`src/rtl/frame_seq_pkg.sv`:
```
package frame_seq_pkg;
  typedef enum logic [2:0] {
    ST_IDLE    = 3'd0,
    ST_PUSH_RA = 3'd1,
    ST_PUSH_FP = 3'd2,
    ST_POP_FP  = 3'd3,
    ST_POP_RA  = 3'd4
  } seq_state_e;

  typedef enum logic [1:0] {
    CK_ABS  = 2'b00,
    CK_REG  = 2'b01,
    CK_TRAP = 2'b10,
    CK_ALT  = 2'b11
  } call_kind_e;
endpackage

```
`src/rtl/frame_seq_ctrl.sv`:
```
module frame_seq_ctrl
  import frame_seq_pkg::*;
#(
  parameter int ALIGN_BITS = 2
) (
  input  logic                  clk_i,
  input  logic                  rst_ni,
  input  logic                  call_i,
  input  logic                  ret_i,
  input  logic [ALIGN_BITS-1:0] sp_lo_i,
  input  logic [ALIGN_BITS-1:0] fp_lo_i,
  input  logic                  mem_ready_i,
  output seq_state_e            state_o,
  output logic                  start_call_o,
  output logic                  start_ret_o,
  output logic                  finish_o,
  output logic                  done_o,
  output logic                  err_o
);
  seq_state_e state_q, state_d;
  logic       done_q, err_q;
  logic       idle, sp_bad, fp_bad, reject;

  assign idle   = (state_q == ST_IDLE);
  assign sp_bad = |sp_lo_i;
  assign fp_bad = |fp_lo_i;

  // call has priority over return
  assign start_call_o = idle && call_i && !sp_bad;
  assign start_ret_o  = idle && !call_i && ret_i && !fp_bad;
  assign reject       = idle && (call_i ? sp_bad : (ret_i && fp_bad));
  assign finish_o     = mem_ready_i && ((state_q == ST_PUSH_FP) || (state_q == ST_POP_RA));

  always_comb begin
    state_d = state_q;
    unique case (state_q)
      ST_IDLE: begin
        if (start_call_o)     state_d = ST_PUSH_RA;
        else if (start_ret_o) state_d = ST_POP_FP;
      end
      ST_PUSH_RA: if (mem_ready_i) state_d = ST_PUSH_FP;
      ST_PUSH_FP: if (mem_ready_i) state_d = ST_IDLE;
      ST_POP_FP:  if (mem_ready_i) state_d = ST_POP_RA;
      ST_POP_RA:  if (mem_ready_i) state_d = ST_IDLE;
      default:    state_d = ST_IDLE;
    endcase
  end

  always_ff @(posedge clk_i or negedge rst_ni) begin
    if (!rst_ni) begin
      state_q <= ST_IDLE;
      done_q  <= 1'b0;
      err_q   <= 1'b0;
    end else begin
      state_q <= state_d;
      done_q  <= finish_o;
      err_q   <= reject;
    end
  end

  assign state_o = state_q;
  assign done_o  = done_q;
  assign err_o   = err_q;
endmodule

```
`src/rtl/frame_seq_addr.sv`:
```
module frame_seq_addr
  import frame_seq_pkg::*;
#(
  parameter int XLEN       = 32,
  parameter int WORD_BYTES = 4
) (
  input  seq_state_e      state_i,
  input  logic [XLEN-1:0] base_i,
  input  logic [XLEN-1:0] ret_addr_i,
  input  logic [XLEN-1:0] old_fp_i,
  output logic            req_o,
  output logic            we_o,
  output logic [XLEN-1:0] addr_o,
  output logic [XLEN-1:0] wdata_o
);
  localparam logic [XLEN-1:0] OFS_RA = XLEN'(2 * WORD_BYTES);
  localparam logic [XLEN-1:0] OFS_FP = XLEN'(3 * WORD_BYTES);
  localparam logic [XLEN-1:0] OFS_W  = XLEN'(WORD_BYTES);

  always_comb begin
    req_o   = 1'b1;
    we_o    = 1'b0;
    addr_o  = base_i;
    wdata_o = '0;
    unique case (state_i)
      ST_PUSH_RA: begin
        we_o    = 1'b1;
        addr_o  = base_i - OFS_RA;
        wdata_o = ret_addr_i;
      end
      ST_PUSH_FP: begin
        we_o    = 1'b1;
        addr_o  = base_i - OFS_FP;
        wdata_o = old_fp_i;
      end
      ST_POP_FP: addr_o = base_i;
      ST_POP_RA: addr_o = base_i + OFS_W;
      default: begin
        req_o  = 1'b0;
        addr_o = '0;
      end
    endcase
  end
endmodule

```
`src/rtl/frame_seq_dp.sv`:
```
module frame_seq_dp
  import frame_seq_pkg::*;
#(
  parameter int XLEN        = 32,
  parameter int WORD_BYTES  = 4,
  parameter int LONG_BYTES  = 6,
  parameter int SHORT_BYTES = 2
) (
  input  logic            clk_i,
  input  logic            rst_ni,
  input  seq_state_e      state_i,
  input  logic            start_call_i,
  input  logic            start_ret_i,
  input  logic            finish_i,
  input  logic            mem_ready_i,
  input  logic [1:0]      call_kind_i,
  input  logic [XLEN-1:0] call_pc_i,
  input  logic [XLEN-1:0] target_i,
  input  logic [XLEN-1:0] trap_vec_i,
  input  logic [XLEN-1:0] fp_i,
  input  logic [XLEN-1:0] sp_i,
  input  logic [XLEN-1:0] mem_rdata_i,
  output logic [XLEN-1:0] base_o,
  output logic [XLEN-1:0] ret_addr_o,
  output logic [XLEN-1:0] old_fp_o,
  output logic [XLEN-1:0] fp_o,
  output logic [XLEN-1:0] sp_o,
  output logic [XLEN-1:0] pc_o
);
  localparam logic [XLEN-1:0] FRAME = XLEN'(3 * WORD_BYTES);

  logic [XLEN-1:0] base_q, ra_q, ofp_q, tgt_q, popped_fp_q;
  logic [XLEN-1:0] fp_q, sp_q, pc_q;
  logic [XLEN-1:0] ra_calc, tgt_calc;

  assign ra_calc  = call_pc_i + ((call_kind_e'(call_kind_i) == CK_REG) ?
                                 XLEN'(SHORT_BYTES) : XLEN'(LONG_BYTES));
  assign tgt_calc = (call_kind_e'(call_kind_i) == CK_TRAP) ? trap_vec_i : target_i;

  always_ff @(posedge clk_i or negedge rst_ni) begin
    if (!rst_ni) begin
      base_q      <= '0;
      ra_q        <= '0;
      ofp_q       <= '0;
      tgt_q       <= '0;
      popped_fp_q <= '0;
    end else begin
      if (start_call_i) begin
        base_q <= sp_i;
        ra_q   <= ra_calc;
        ofp_q  <= fp_i;
        tgt_q  <= tgt_calc;
      end else if (start_ret_i) begin
        base_q <= fp_i;
      end
      if (state_i == ST_POP_FP && mem_ready_i) popped_fp_q <= mem_rdata_i;
    end
  end

  always_ff @(posedge clk_i or negedge rst_ni) begin
    if (!rst_ni) begin
      fp_q <= '0;
      sp_q <= '0;
      pc_q <= '0;
    end else if (finish_i) begin
      if (state_i == ST_PUSH_FP) begin
        fp_q <= base_q - FRAME;
        sp_q <= base_q - FRAME;
        pc_q <= tgt_q;
      end else begin
        fp_q <= popped_fp_q;
        sp_q <= base_q + FRAME;
        pc_q <= mem_rdata_i;
      end
    end
  end

  assign base_o     = base_q;
  assign ret_addr_o = ra_q;
  assign old_fp_o   = ofp_q;
  assign fp_o       = fp_q;
  assign sp_o       = sp_q;
  assign pc_o       = pc_q;
endmodule

```
`src/rtl/frame_seq.sv`:
```
module frame_seq
  import frame_seq_pkg::*;
#(
  parameter int XLEN        = 32,
  parameter int WORD_BYTES  = 4,
  parameter int LONG_BYTES  = 6,
  parameter int SHORT_BYTES = 2
) (
  input  logic            clk_i,
  input  logic            rst_ni,
  input  logic            call_i,
  input  logic            ret_i,
  input  logic [1:0]      call_kind_i,
  input  logic [XLEN-1:0] call_pc_i,
  input  logic [XLEN-1:0] target_i,
  input  logic [XLEN-1:0] trap_vec_i,
  input  logic [XLEN-1:0] fp_i,
  input  logic [XLEN-1:0] sp_i,
  output logic            mem_req_o,
  output logic            mem_we_o,
  output logic [XLEN-1:0] mem_addr_o,
  output logic [XLEN-1:0] mem_wdata_o,
  input  logic            mem_ready_i,
  input  logic [XLEN-1:0] mem_rdata_i,
  output logic [XLEN-1:0] fp_o,
  output logic [XLEN-1:0] sp_o,
  output logic [XLEN-1:0] pc_o,
  output logic            done_o,
  output logic            err_o
);
  localparam int ALIGN_BITS = $clog2(WORD_BYTES);

  seq_state_e      state;
  logic            start_call, start_ret, finish;
  logic [XLEN-1:0] base, ret_addr, old_fp;

  frame_seq_ctrl #(.ALIGN_BITS(ALIGN_BITS)) u_ctrl (
    .clk_i        (clk_i),
    .rst_ni       (rst_ni),
    .call_i       (call_i),
    .ret_i        (ret_i),
    .sp_lo_i      (sp_i[ALIGN_BITS-1:0]),
    .fp_lo_i      (fp_i[ALIGN_BITS-1:0]),
    .mem_ready_i  (mem_ready_i),
    .state_o      (state),
    .start_call_o (start_call),
    .start_ret_o  (start_ret),
    .finish_o     (finish),
    .done_o       (done_o),
    .err_o        (err_o)
  );

  frame_seq_dp #(
    .XLEN(XLEN), .WORD_BYTES(WORD_BYTES),
    .LONG_BYTES(LONG_BYTES), .SHORT_BYTES(SHORT_BYTES)
  ) u_dp (
    .clk_i        (clk_i),
    .rst_ni       (rst_ni),
    .state_i      (state),
    .start_call_i (start_call),
    .start_ret_i  (start_ret),
    .finish_i     (finish),
    .mem_ready_i  (mem_ready_i),
    .call_kind_i  (call_kind_i),
    .call_pc_i    (call_pc_i),
    .target_i     (target_i),
    .trap_vec_i   (trap_vec_i),
    .fp_i         (fp_i),
    .sp_i         (sp_i),
    .mem_rdata_i  (mem_rdata_i),
    .base_o       (base),
    .ret_addr_o   (ret_addr),
    .old_fp_o     (old_fp),
    .fp_o         (fp_o),
    .sp_o         (sp_o),
    .pc_o         (pc_o)
  );

  frame_seq_addr #(.XLEN(XLEN), .WORD_BYTES(WORD_BYTES)) u_addr (
    .state_i    (state),
    .base_i     (base),
    .ret_addr_i (ret_addr),
    .old_fp_i   (old_fp),
    .req_o      (mem_req_o),
    .we_o       (mem_we_o),
    .addr_o     (mem_addr_o),
    .wdata_o    (mem_wdata_o)
  );
endmodule

```
`config.mk`:
```
export PLATFORM = sky130hd
export DESIGN_NAME = frame_seq
export DESIGN_NICKNAME = d
export VERILOG_FILES = /design/src/rtl/frame_seq_pkg.sv /design/src/rtl/frame_seq_ctrl.sv /design/src/rtl/frame_seq_addr.sv /design/src/rtl/frame_seq_dp.sv /design/src/rtl/frame_seq.sv
export SDC_FILE = /design/constraint.sdc
export NUM_CORES = 1
export LEC_CHECK = 0
export ABC_AREA = 1
export BUFFER_PORTS_ARGS = -buffer_cell sky130_fd_sc_hd__buf_2
export CAP_MARGIN = 10
export CORE_UTILIZATION = 43
export CTS_BUF_LIST = sky130_fd_sc_hd__clkbuf_4
export DETAILED_ROUTE_END_ITERATION = 16
export PLACE_DENSITY = 0.63
export SETUP_SLACK_MARGIN = 0.4
export SYNTH_ARGS = -nofsm -noshare
export SYNTH_HDL_FRONTEND = slang
export SYNTH_SLANG_ARGS = --single-unit
```
`constraint.sdc`:
```
create_clock -name clk_i -period 4.85 [get_ports clk_i]
set_input_delay 0.7275 -clock clk_i [delete_from_list [all_inputs] [get_ports clk_i]]
set_output_delay 0.7275 -clock clk_i [all_outputs]
set_load 0.05 [all_outputs]
```
[Word level (Yosys, flattened, before mapping)]
Index checks and enable logic that the tools add are counted.
Operators by class
  add/sub/neg operators: 5
  equal/unequal tests: 10
  muxes and demuxes: 18
  reduce and logical (&&, ||, !) cells: 21
Operators with widths (count)
  two-way mux 32 bit: 6
  one-hot mux 32 bit (4 select lines): 1
  one-hot mux 32 bit (2 select lines): 1
  subtractor 32 x 4 -> 32 bit (second input constant): 2
  adder 32 x 3 -> 32 bit (second input constant): 1
  adder 32 bit: 1
  adder 32 x 4 -> 32 bit (second input constant): 1
  two-way mux 3 bit: 6
  one-hot mux 3 bit (4 select lines): 1
  logical AND 1 bit: 9
  OR reduction 2 bit: 4
  == test 3 x 2 -> 1 bit (second input constant): 2
  != test 2 bit (second input constant): 2
  AND reduction 4 bit: 1
  OR reduction 4 bit: 1
  == test 3 x 1 -> 1 bit (second input constant): 1
  == test 3 bit (second input constant): 1
  logical NOT 1 bit: 3
  logical NOT 3 bit: 1
  two-way mux 1 bit: 3
  != test 3 bit (second input constant): 1
  == test 2 x 1 -> 1 bit (second input constant): 1
  == test 2 bit (second input constant): 1
  != test 2 x 1 -> 1 bit (second input constant): 1
  other kinds (2): 2
Storage, ports and cells
  register bits after elaboration: 261
  input bits: 199
  output and inout bits: 164

[Depth between registers and ports, before layout]
Gate-level depths: netlist of run 1.
  depth in word-level cells: 7
  gate-level depth with buffers: 14
  gate-level depth less buffers: 13

[Modules after synthesis]
Synthesis of run 1 repeated with hierarchy kept, for this count alone.
Unflattened totals
  cell total of the unflattened synthesis: 2561
  area, all modules: 17086.4 µm²
Modules (own cells, without submodules)
  frame_seq_dp: times used 1, cells each 1745, area each 13056.3 µm², sequential area each 6406.1 µm²
  frame_seq_addr: times used 1, cells each 771, area each 3713.6 µm², sequential area each 0.0 µm²
  frame_seq_ctrl: times used 1, cells each 45, area each 316.6 µm², sequential area each 125.1 µm²

[Worst setup path after synthesis of run 1]
OpenSTA, ideal clock, no wires.
  kind: reg-to-output
  start point: register u_ctrl.state_q[2] (netlist: u_ctrl.state_o[2])
  end point: output mem_addr_o[6]
  arrival time: 2968 ps
  required time: 4123 ps
  setup slack: 1154 ps
  stages on the path, launching flop included: 6
  buffers on the path: 0
  cell sequence: dfrtp_1 inv_1 nand2_2 nor2_2 clkinv_1 o311ai_0
On the way
  word-level cells in the longest chain between the ends: 2
  elaborated cells on any way between the ends: 5
RTL lines
  start: declaration: RTL line frame_seq_ctrl.sv:20  | seq_state_e state_q, state_d;
  start signal: assignment: RTL line frame_seq_ctrl.sv:55  | state_q <= state_d;
  == test 3 bit, or another cell as far along: RTL line frame_seq_addr.sv:25  | unique case (state_i)
  one-hot mux 32 bit (4 select lines) *: RTL line frame_seq_addr.sv:25
  end: declaration: RTL line frame_seq.sv:21  | output logic [XLEN-1:0] mem_addr_o,
Mark *: on every way between the ends. The rest lies on a longest branch, timed or not.

[Final worst setup path of run 1]
Ends and elaborated chain as after synthesis.

==> results of run 1 <==
[registers in the layout (all words and copies together) (netlist names)]
name              cells
u_dp.base_o          32
u_dp.sp_o            32
u_dp.old_fp_o        32
u_ctrl.err_o          1
u_dp.fp_o            32
u_dp.ret_addr_o      32
u_ctrl.state_o        3
u_dp.popped_fp_q     32
u_dp.tgt_q           32
u_ctrl.done_o         1
u_dp.pc_o            32
[cell usage in the layout (no fill, tap or decap), types with 4 or more instances in the layout]
cell and count:
nand2_1 638, buf_2 361, nor2_1 269, dfrtp_1 261
nand3_1 186, inv_1 156, o21ai_0 128, clkbuf_4 114
a31oi_1 88, a21oi_1 75, o211ai_1 32, mux2_2 32
nand4_1 29, nor3_1 16, xor2_1 12, buf_4 12
o22ai_1 10, clkinv_1 8, xnor2_1 7, ha_1 7
o21ai_1 6, inv_2 5, nor2_2 5, diode_2 4
[synthesized netlist by cell type, drive strengths merged]
cell type / number / share of area
o2111ai: 3 / 0.0017
and2: 2 / 0.00083
o211ai: 32 / 0.016
inv: 162 / 0.040
o21ai: 134 / 0.045
clkbuf: 60 / 0.015
o22ai: 10 / 0.0042
or2: 2 / 0.00083
a22oi: 1 / 0.00050
nand2: 641 / 0.16
nand3: 186 / 0.062
nand4: 30 / 0.013
a31oi: 88 / 0.037
clkinv: 2 / 0.00050
nand3b: 2 / 0.0010
xnor2: 7 / 0.0041
a21oi: 75 / 0.025
nor3b: 1 / 0.00050
xor2: 12 / 0.0070
nor2: 275 / 0.070
mux2: 32 / 0.024
a22o: 1 / 0.00058
o31ai: 1 / 0.00050
ha: 7 / 0.0058
buf: 58 / 0.021
nor3: 17 / 0.0064
o311ai: 1 / 0.00058
dfrtp: 261 / 0.43
o21bai: 1 / 0.00050
a21o: 1 / 0.00050
o221ai: 3 / 0.0017
fa: 1 / 0.0013
[metal layers]
metal	GRT usage	share of wire	vias to the layer above
met5	0	0	-
met4	0.109	0.027	0
met3	0.0560	0.075	89
met2	0.497	0.46	727
met1	0.456	0.44	7656
li1	-	-	7664
[stage by stage]
stage | cells | hold slack [ns] | total power, uW
floorplan | 2109 | 0.432 | 10000
global placement | 2823 | 0.457 | 12500
detailed placement | 2823 | 0.464 | 12600
CTS | 2950 | 0.0557 | 14700
global route | 2954 | 0.0705 | 15600
finish | 2954 | 0.0487 | 14700
[logic make-up (layout without fill, tap and decap cells)]
logic type | Yosys count | after routing | share of synthesized area
buf+inv | 282 | 668 | 0.0767
mux | 32 | 32 | 0.0239
compound gates | 351 | 351 | 0.133
xor+xnor | 19 | 19 | 0.0111
simple gates | 1156 | 1156 | 0.315
fa+ha+maj | 8 | 8 | 0.00715
flops | 261 | 261 | 0.434
other cells | 0 | 4 | 0
[report_power, final]
part	internal, uW	switching [uW]
logic	1980	6430
registers	3270	936
clock network	1120	954
[worst paths after layout]
kind,end,from,cells past startpoint,slack [ns]
worst max-delay path,mem_addr_o[6],u_ctrl.state_o[2],6,0.74
worst min-delay path,u_dp.pc_o[24],rst_ni,1,0.05
worst max register to register,u_dp.pc_o[2],u_ctrl.state_o[1],10,1.36
worst min register to register,u_dp.sp_o[31],u_dp.sp_o[31],2,0.47
max in group asynchronous,u_dp.popped_fp_q[14],rst_ni,2,3.62
min in group clk_i,u_dp.ret_addr_o[0],call_pc_i[0],3,0.23
[area by class of cell]
type                    count  area, um^2
clock inverters            13        88.8
fillers                  3580       16500
clock buffers             114         856
repair buffers            377        1970
inverters                 164         623
well taps                 455         569
flip-flops and latches    261        6530
diodes                      4        10.0
multi-input cells        1566        7370
[worst max-delay path, stage by stage (launching register included)]
cell      delay (ns)
dfrtp_1         0.44
inv_1           0.16
nand2_2         0.20
nor2_2          0.53
clkinv_1        0.21
o311ai_0        0.72
buf_2           0.39
==> results.md, run 1 <==
- Status: completed
- Max-Cap Viols: 0
- Slew headroom: 0.205
- Layout cells sized above 1: 0.220
- Crit path required time: 4.12 ns
- Vias in the first global route: roughly 15000
- Global-route wire length before repair: 87900 um
- CTS tree: built
- Routed WL: 57900 um
- Clock Tree Buf Depth: 3
- Core footprint: 34500 um^2
- Post-CTS sizing: 0
- Cell Area, Synth: 15100 um^2
- Total track usage: 0.322
- Placer congestion estimate: 1.00
- Vias per cell: 5.46
- Synth warn: 0
- Final Hold Vio Count: 0
- Syn_area_per_cell: between 7 and 8 um^2
- Nets: 2652
- Cells after Synth: about 2100
- DIE HEIGHT: 189 um
- CTS buffer count: 75
- Iter 0 DRT Violations: 1578
- Final min period: between 4 and 5 ns
- Root buf cell: clkbuf_4
- Top fanout value on the critical path: 9
- Placed cell areas: between 15000 and 20000 um^2
- Pin count of the biggest net entering global routing: 190
- Drt drc: 0
- Post-layout utilization of the core: 0.522
- Clock Skews: around 0.06 ns
- Final setup TNS: 0 ns
- Antenna-violating nets left: 0
- IO Port Bufs: 362
- Yosys cell types: 44
- Critical Path End Type: output port
- Hold WC Path Type: primary input to async pin
- RSZ-0062 raised after global routing: false
- Synthesis-stage register bit count: 261
- Critical path class: flip-flop to output port
- Pre-CTS setup slack: 1.43 ns
- Area growth syn-to-layout: 19.7%
- Clk slew on worst S/H paths: 0.07 ns
- Slew @ Worst Pin: 1.19 ns
- Startpoint class of the critical path: flip-flop
- Chip width: 189 um
- Final WS setup: 0.744 ns
- Total clock sinks: around 260
- Vias: 16100
- First drt pass iteration count: 6
- Initial antenna violation count: 4
- Fin area: about 18000 um^2
- WL per Instance: approximately 20 um
- Max Freq: roughly 240 MHz
- Max Slew Vio Count: 0
- Initial Util: 0.436
- Num ports: 363
- Worst-skew pair later-pin latency: 0.72 ns
- Mapped Nets: 2316
- Placed wire-length estimate: between 40000 and 50000 um
- # setup viols final: 0
- Post-CTS Hold Buffers: 0
- Gr ovfl total: 0
- Worst VDD drop: 0.887 mV
- Period utilisation layout: 0.847
- Sequential fraction of the synthesis area: 0.434
- Die area: 35800 um^2
- Critical Path AT: roughly 3.4 ns
- PwrDens: 815 nW/um^2
- Max H-tree Level: 3
- LEAKAGE: just under 0.009 uW
- Cell Rows: 68
- Post-CTS setup buffers: 0
Note: power is estimated with default switching activity, not from simulation.
==> run 2, diff against run 1 <==
==> constraint.sdc (replaced) <==
create_clock -name clk_i -period 4.15 [get_ports clk_i]
set_input_delay 0.6225 -clock clk_i [delete_from_list [all_inputs] [get_ports clk_i]]
set_output_delay 0.6225 -clock clk_i [all_outputs]
set_load 0.05 [all_outputs]
==> run 2 against run 1 <==
  * Die area did not move
  * Cell area rose by 2.4%
  * Sequential power rose by 16%
  * First-iteration DRC count fell by 14%
  * Global-route usage rose by 0.82 points
  * Utilization rose by 1.2 points
  * Critical path depth rose by 4
  * Clock power rose by 22%
  * Hold slack improved by 0.022 ns
  * Cell count rose by 0.68%
  * Via count rose by 0.75%
  * Combinational power rose by 22%
==> results.md, run 2 (synthesis gave the netlist of run 1 again) <==
- CTS tree: built (unchanged)
- Worst path max stage delay: 0.47 ns (was 0.72 ns)
- Clock Skews: 0.0483 ns (was 0.0598 ns)
- Max-Cap Viols: 0 (unchanged)
- First drt pass iteration count: 7 (was 6)
- Initial antenna violation count: 4 (unchanged)
- Clk slew on worst S/H paths: 0.07 ns (about the same)
- Worst-skew pair later-pin latency: 0.78 ns (was 0.72 ns)
- Hold Path Stages: 3
- LEAKAGE: 0.00890 uW (was 0.00876 uW)
- Iter 0 DRT Violations: 1361 (was 1578)
- Most frequent cells in the layout: 638 x nand2_1, 347 x buf_2, 256 x dfrtp_1 (was 638 x nand2_1, 361 x buf_2, 269 x nor2_1)
- Vias per cell: 5.47 (was 5.46)
- Slew headroom: 0.260 (was 0.205)
- Global-route wire length before repair: 90100 um (was 87900 um)
- FF/Latch Area: 6540 um^2 (was 6530 um^2)
- Pin count of the biggest net entering global routing: 102 (was 190)
- Post-layout utilization of the core: 0.534 (was 0.522)
- # setup viols final: 0 (unchanged)
- Placed wire-length estimate: 44500 um (was 44100 um)
- Cell Rows: 68 (unchanged)
- Max H-tree Level: 3 (unchanged)
- Placed cells: 2830 (was 2823)
- Multi-input gate area: 7470 um^2 (was 7370 um^2)
- Top delay family on crit path: simple AND/OR/NAND/NOR gates (was buffers and inverters)
- Worst VDD drop: 0.969 mV (was 0.887 mV)
- Area growth syn-to-layout: 22.5% (was 19.7%)
- Hold WC Path Type: primary input to flip-flop (was primary input to async pin)
- Final min period: approximately 3.7 ns
- Hold_ws: 0.0709 ns (was 0.0487 ns)
- PwrDens: 959 nW/um^2 (was 815 nW/um^2)
- Num ports: 363 (unchanged)
- Critical path class: flip-flop to output port (unchanged)
- Placer congestion estimate: 1.02 (was 1.00)
- Pre-CTS setup slack: 0.956 ns (was 1.43 ns)
- Critical Path End Type: output port (unchanged)
- Vias: 16300 (was 16100)
- Final setup TNS: 0 ns (unchanged)
- Core footprint: 34500 um^2 (unchanged)
- Cell depth of the worst setup path: 10 (was 6)
- Most common cell after layout, fill and taps aside: nand2_1 (unchanged)
- DIE HEIGHT: 189 um (unchanged)
- Final WS setup: 0.494 ns (was 0.744 ns)
- Most frequent CP cell: nand2_1
- Root buf cell: clkbuf_4 (unchanged)
- WL per Instance: 19.8 um (was 19.6 um)
- Final Hold Vio Count: 0 (unchanged)
- Max Slew Vio Count: 0 (unchanged)
- FF-to-FF path depth: 10 (unchanged)
- Vias in the first global route: 15300 (was 15000)
- Total clock sinks: 261 (unchanged)
- Antenna-violating nets left: 0 (unchanged)
- Slowest cell on crit path: dfrtp_2 (was o311ai_0)
- Critical-path cell list: inv_1 > ha_1 > nand2_1 > nand2_1 > nor2_4 > nand2_1 > o21ai_0 > nand3_2 > nand4_1 > clkbuf_4 (was inv_1 > nand2_2 > nor2_2 > clkinv_1 > o311ai_0 > buf_2)
- IO Port Bufs: 362 (unchanged)
- Routed WL: 58800 um (was 57900 um)
- Initial Util: 0.436 (unchanged)
- Fill count: 3589 (was 3580)
- Clock Tree Buf Depth: 3 (unchanged)
- Nets: 2665 (was 2652)
- Finished Layout Cells: 2974 (was 2954)
- Critical Path AT: 3.03 ns (was 3.38 ns)
- Chip width: 189 um (unchanged)
- Startpoint class of the critical path: flip-flop (unchanged)
- Max Freq: approximately 270 MHz
- Layout cells sized above 1: 0.234 (was 0.220)
- Crit path required time: 3.53 ns (was 4.12 ns)
- Top fanout value on the critical path: 10 (was 9)
- Drt drc: 0 (unchanged)
- Slew @ Worst Pin: 1.11 ns (was 1.19 ns)
- CTS buffer count: 74 (was 75)
- RSZ-0062 raised after global routing: true (was false)
- Total track usage: 0.330 (was 0.322)
- Status: completed (unchanged)
- Worst path bufs/invs: 2 (was 3)
- Die area: 35800 um^2 (unchanged)
- Gr ovfl total: 0 (unchanged)
- Period utilisation layout: 0.881
-- run 2: changes by cell type in the layout (fill, tap and decap cells not counted), sizes merged, moves of 3 or more --
| cell | before | now |
|---|---|---|
| clkinv | 9 | 20 |
| clkbuf | 114 | 117 |
| buf | 377 | 385 |
| inv | 165 | 162 |
-- run 2: tightest hold or removal path: stages --
cell and delay (ns):
buf_2 0.08, nand2_1 0.04, o21ai_0 0.06
-- run 2: final timing paths --
check                                   from  slack (ns)            endpoint
setup / recovery              u_dp.base_o[4]        0.49      mem_addr_o[21]
max in group asynchronous             rst_ni        2.75       u_dp.sp_o[12]
hold reg to reg                u_dp.sp_o[30]        0.47       u_dp.sp_o[30]
setup reg to reg           u_ctrl.state_o[1]        1.32       u_dp.pc_o[23]
hold / removal                  call_pc_i[0]        0.07  u_dp.ret_addr_o[0]
min in group asynchronous             rst_ni        0.44       u_dp.pc_o[24]
-- run 2: metrics by stage --
step                area, um^2  power [uW]
floorplan                15100       11700
global placement         17300       14900
detailed placement       17300       14900
CTS                      18300       17600
global route             18400       18700
finish                   18400       17700
-- run 2: final cells by class --
class                      count  area share
tap                          455      0.0309
multi-input combinational   1566       0.405
sequential                   261       0.354
antenna                        3    0.000407
clock inverter                22     0.00827
inverter                     164      0.0340
clock buffer                 112      0.0456
timing repair buffer         391       0.122
-- run 2: routing by layer --
metal	GRT usage	share of wire	wire length, um
met1	0.464	0.44	26100
met2	0.508	0.46	26800
met3	0.0554	0.070	4110
met4	0.127	0.030	1770
met5	0	0	0
-- run 2: where the power goes --
part | switching (uW) | internal, uW
Clock | 1170 | 1360
Combinational | 7650 | 2630
Sequential | 1050 | 3820
Total | 9870 | 7810
-- run 2: repair_timing --
item / 4_1_cts / 5_1_grt
gates resized for setup: 9 / 36
endpoints found under the hold margin: 82 / 0
buffers inserted: 3 / 3
hold buffers: 1 / 0
endpoints found under the setup margin: 29 / 22
pin swaps: 2 / 2
